$ cat src/rtl/vblank_irq_ctrl.sv
module vblank_irq_ctrl #(
  parameter int STAT_W = 8,
  parameter int REG_W = 8,
  parameter logic [REG_W-1:0] IDX_MODE = 8'h11,
  parameter logic [REG_W-1:0] IDX_GATE = 8'h32,
  parameter int FIFO_EMPTY_BIT = 2,
  parameter int FIFO3D_EMPTY_BIT = 6,
  parameter int DONE3D_BIT = 1
) (
  input  logic              clk,
  input  logic              rst_n,
  input  logic              vblank_start,
  input  logic              crtc_we,
  input  logic [REG_W-1:0]  crtc_idx,
  input  logic [REG_W-1:0]  crtc_wdata,
  input  logic              ctl_we,
  input  logic [STAT_W-1:0] ctl_wdata,
  input  logic              clr_we,
  input  logic [STAT_W-1:0] clr_wdata,
  input  logic [2:0]        eng_done,
  output logic              irq,
  output logic [STAT_W-1:0] stat,
  output logic [7:0]        sense_rd
);
  localparam int GATE_BIT = 4;
  localparam int ARM_BIT  = 4;
  localparam int MASK_BIT = 5;

  typedef enum logic [1:0] {VB_OFF = 2'd0, VB_IDLE = 2'd1, VB_PEND = 2'd2} vb_e;

  vb_e vb_q, vb_n;
  logic [REG_W-1:0]  mode_q, gate_q, mode_n, gate_n;
  logic [STAT_W-1:0] ctl_q, ctl_n, stat_n, eng_bits;
  logic irq_n;

  wire wr_mode = crtc_we && (crtc_idx == IDX_MODE);
  wire wr_gate = crtc_we && (crtc_idx == IDX_GATE);

  assign mode_n = wr_mode ? crtc_wdata : mode_q;
  assign gate_n = wr_gate ? crtc_wdata : gate_q;
  assign ctl_n  = ctl_we ? ctl_wdata : ctl_q;

  always_comb begin
    eng_bits = '0;
    eng_bits[FIFO_EMPTY_BIT]   = eng_done[0];
    eng_bits[FIFO3D_EMPTY_BIT] = eng_done[1];
    eng_bits[DONE3D_BIT]       = eng_done[2];
  end

  assign stat_n = (stat & ~(clr_we ? clr_wdata : '0)) | eng_bits;

  always_comb begin
    vb_n = vb_q;
    if (wr_mode) begin
      if (!crtc_wdata[ARM_BIT] && vb_q == VB_PEND) vb_n = VB_OFF;
      else if (crtc_wdata[ARM_BIT] && vb_q == VB_OFF) vb_n = VB_IDLE;
    end
    if (vblank_start && vb_n != VB_OFF) vb_n = VB_PEND;
  end

  assign irq_n = gate_n[GATE_BIT] &&
                 ((|(ctl_n & stat_n)) || (!mode_n[MASK_BIT] && vb_n == VB_PEND));

  always_ff @(posedge clk) begin
    if (!rst_n) begin
      vb_q   <= VB_IDLE;
      mode_q <= '0;
      gate_q <= '0;
      ctl_q  <= '0;
      stat   <= '0;
      irq    <= 1'b0;
    end else begin
      vb_q   <= vb_n;
      mode_q <= mode_n;
      gate_q <= gate_n;
      ctl_q  <= ctl_n;
      stat   <= stat_n;
      irq    <= irq_n;
    end
  end

  assign sense_rd = {vb_q == VB_PEND, 7'b0};

  assert_off_holds_R3: assert property (@(posedge clk) disable iff (!rst_n)
    (vb_q == VB_OFF && vblank_start && !crtc_we) |=> (vb_q == VB_OFF));

  assert_pend_from_pulse_R2: assert property (@(posedge clk) disable iff (!rst_n)
    $rose(vb_q == VB_PEND) |-> $past(vblank_start));

  assert_idle_to_pend_R2: assert property (@(posedge clk) disable iff (!rst_n)
    (vb_q == VB_IDLE && vblank_start && !crtc_we) |=> (vb_q == VB_PEND));

  assert_engine_no_drop_R9: assert property (@(posedge clk) disable iff (!rst_n)
    (irq && (|eng_done) && !vblank_start && !crtc_we && !ctl_we && !clr_we) |=> irq);

  assert_clear_done_R8: assert property (@(posedge clk) disable iff (!rst_n)
    (clr_we && eng_done == 3'b000) |=> ((stat & $past(clr_wdata)) == '0));

  assert_gate_needed_R7: assert property (@(posedge clk) disable iff (!rst_n)
    irq |-> gate_q[GATE_BIT]);
endmodule

$ cat config.mk
export PLATFORM = sky130hd
export DESIGN_NAME = vblank_irq_ctrl
export DESIGN_NICKNAME = d
export VERILOG_FILES = /design/src/rtl/vblank_irq_ctrl.sv
export SDC_FILE = /design/constraint.sdc
export NUM_CORES = 1
export LEC_CHECK = 0
export ABC_AREA = 1
export BUFFER_PORTS_ARGS = -buffer_cell sky130_fd_sc_hd__buf_2
export CORE_MARGIN = 2
export CORE_UTILIZATION = 43
export DETAILED_ROUTE_END_ITERATION = 12
export PLACE_DENSITY = 0.89
export RECOVER_POWER = 100
export SYNTH_ARGS = -nofsm -noshare
export SYNTH_HDL_FRONTEND = slang
export SYNTH_SLANG_ARGS = --single-unit
$ cat constraint.sdc
create_clock -name clk -period 1.05 [get_ports clk]
set_input_delay 0.21 -clock clk [delete_from_list [all_inputs] [get_ports clk]]
set_output_delay 0.21 -clock clk [all_outputs]
set_load 0.05 [all_outputs]
==> summary.txt <==
Status
  – Status: complete, but fails checks
  – Failing checks: negative setup slack

STA
  – Worst Skew: 5.94 ps
  – Final period util: 109%
  – RSZ-0062 raised after global routing: true
  – Worst setup margin: -95.3 ps
  – Slew Viols, Final: 0
  – Setup TNS: -120 ps
  – Final setup vio count: 3
  – Max Freq: 873 MHz
  – Worst hold slack: 93.8 ps
  – Post-layout min period: 1150 ps
  – Fin. Hold Viols: 0

Floorplan
  – Die W: 53.4 µm
  – I/O pin count: 58
  – Die Y: 53.4 µm
  – Starting Density: 46.5%
  – Core Box Area: 2250 µm²
  – Std cell rows: 17
  – Die area: 2850 µm²

Synthesis
  – Mapped Cells: 160
  – Seq/Total Area, Yosys: 40.1%
  – Synth Register Bits: 21
  – Synth area leader: dfxtp_1
  – EDFF count, synth: 0
  – Mapped cell area: 1050 µm²
  – Top-area cell type share of the netlist area: 40.1%
  – Top cells by count, synth: inv_1, nand2_1, nor2_1
  – Synth Flop Type: dfxtp_1
  – Mean area per synthesized cell: 6.55 µm²
  – Async SR Flop Fraction: 0%
  – Area contributors post-synth: dfxtp_1, inv_1, nand2_1
  – Synth Warn #: 0
  – Cell variety after synth: 18

Cells and area
  – Share of layout cells above drive strength 1: 37.5%
  – Final net count: 258
  – # diodes: 0
  – Area grow syn2layout: 40.9%
  – Post-route design area: 1480 µm²
  – Fin util: 65.5%
  – Cell Count, Final, Fillers Out: 244

Clock network
  – CTS H-tree lvls: 1
  – CTS tree: done
  – Clk pin slew, worst setup/hold paths: 110 ps
  – Worst-skew pair later-pin latency: 300 ps
  – Clk sinks: 21
  – CTS Buffer Depth: 2
  – Hold Buf Count CTS: 0
  – Num CTS Buffers: 3
  – Clock root buffer: clkbuf_4

Power and ir drop
  – PwrDens: 1090 nW/µm²
  – Lkg Pwr: 0.825 nW
  – Worst IR Drop VDD: 0.718 mV
  – Tot Pwr: 1.61 mW

Worst setup path
  – Slowest CP cell: dfxtp_2
  – R2r endpoint: irq$_SDFF_PN0_
  – Max FO, Critical Path: 2
  – R2r worst-path depth: 8
  – Stages on worst setup path: 3
  – R2R Setup Slk: -20 ps
  – Worst setup EP type: primary output
  – Critical path's top delay family: flip-flops
  – Buf+Inv Stages, Crit Path: 2
  – Crit-path cells: inv_2, nor2_2, buf_6
  – Kind of critical path: reg -> out
  – Required @ worst endpoint: 840 ps
  – Worst Path Arrival: 940 ps
  – Startpoint Class: register
  – Reg-to-Reg Start: vb_q[1]$_SDFF_PN0_
  – Crit path largest cell delay: 360 ps

Routing
  – Met2 wire length: 1150 µm
  – Vias: 1046
  – Antenna Nets Post-Route: 0
  – Vias per cell: 4.29
  – Pre-antenna DRT Iters: 2
  – # DRC: 0
  – Routed length on met1: 963 µm
  – 1st-iter DRT viols: 7
  – Top Metal Used: met4
  – Per-cell routed wire length: 9.16 µm
  – Post-Route WL: 2240 µm
  – WL met3: 111 µm

Hold path
  – Hold crit path type: in -> reg
  – WHS Endpoint: vb_q[0]$_SDFF_PN1_
  – Hold Path Depth: 2
  – Hold Startpoint: rst_n

Place
  – Final HPWL DP: 1620 µm
  – Placed inst area: 1340 µm²
  – IO Port Bufs: 44
  – GP Congestion: 0.696
  – Cell Count Post-Placement: 239
  – Post-Place Worst Slack: -168 ps

Global routing
  – Initial antenna violation count: 0
  – First-pass GRT wire length: 3430 µm
  – GRT overflow: 0
  – Largest net degree at the start of global routing: 17
  – GRT Overall Usage: 16.5%
  – Vias in the first global route: 872

Run
  – Maxcap violations: 0
-- area by class of cell --
type	instances	area, µm²
Clock buffer	4	26.3
Fill cell	210	777
Inverter	40	150
Multi-Input combinational cell	96	457
Sequential cell	21	433
Tap cell	28	35.0
Timing Repair Buffer	55	377
-- worst register-to-register path, cell delays in order (launching register included) --
cell and delay [ps]:
dfxtp_2 350, buf_4 130, nor2_2 70, nand3_1 90, nand2_2 110, inv_2 40, nand2_2 60, nand3_2 60
a21oi_2 100
-- routing by layer --
metal | GRT usage, % | vias up
met3 | 2.54 | 2
met5 | 0 | -
met4 | 6.41 | 0
li1 | - | 568
met2 | 27.8 | 27
met1 | 20.7 | 449
-- cells by family (layout without fill, tap and decap cells) --
| kind of cell | Yosys count | count (layout) | synth area share [%] |
|---|---|---|---|
| AO/OA/AOI/OAI | 20 | 20 | 13.0 |
| other | 1 | 7 | 0.358 |
| buffers and inverters | 49 | 99 | 20.8 |
| flip-flops | 21 | 21 | 40.1 |
| AND/OR/NAND/NOR | 69 | 69 | 25.8 |
-- how the worst max path moves through the flow --
stage	slack [ps]	end	from
after detailed placement	-170	irq$_SDFF_PN0_	ctl_we
final	-100	sense_rd[7]	vb_q[1]$_SDFF_PN0_
after global placement	-130	irq$_SDFF_PN0_	ctl_we
after CTS	-90	sense_rd[7]	vb_q[1]$_SDFF_PN0_
after global routing	-140	sense_rd[7]	vb_q[1]$_SDFF_PN0_
after floorplan	-150	irq$_SDFF_PN0_	stat[4]$_SDFF_PN0_
-- registers in the layout, indices dropped and copies added (netlist names) --
name / flops
ctl_q: 8
stat: 8
vb_q: 2
gate_q: 1
irq: 1
mode_q: 1
-- repair_timing --
| action | in CTS | in global routing |
|---|---|---|
| gates cloned | 0 | 0 |
| setup buffers | 1 | 0 |
| pin swaps | 0 | 3 |
| hold endpoints to repair | 0 | 0 |
| gates resized for setup | 18 | 26 |
| setup endpoints to repair | 11 | 13 |
-- cell usage in the layout, fill, tap and decap left out, types with 2 or more instances in the layout --
master     n
dfxtp_1   11
a21oi_1    3
clkbuf_4   3
nand2_1   35
buf_6      8
nand3_1    5
o21a_1     4
buf_2     34
inv_2      2
nor2_1    20
nand2_2    4
o21ai_2    3
inv_1     37
o21ai_1    2
dfxtp_2   10
buf_8      3
buf_4      9
conb_1     7
a21o_1     2
nor2_2     3
clkbuf_1   2
a21boi_1   3
-- power breakdown --
part,switching [mW],internal [mW]
Sequential,0.0165,0.833
Clock,0.240,0.148
Combinational,0.227,0.150
Total,0.484,1.13
Power figures use the tool's default switching activity.
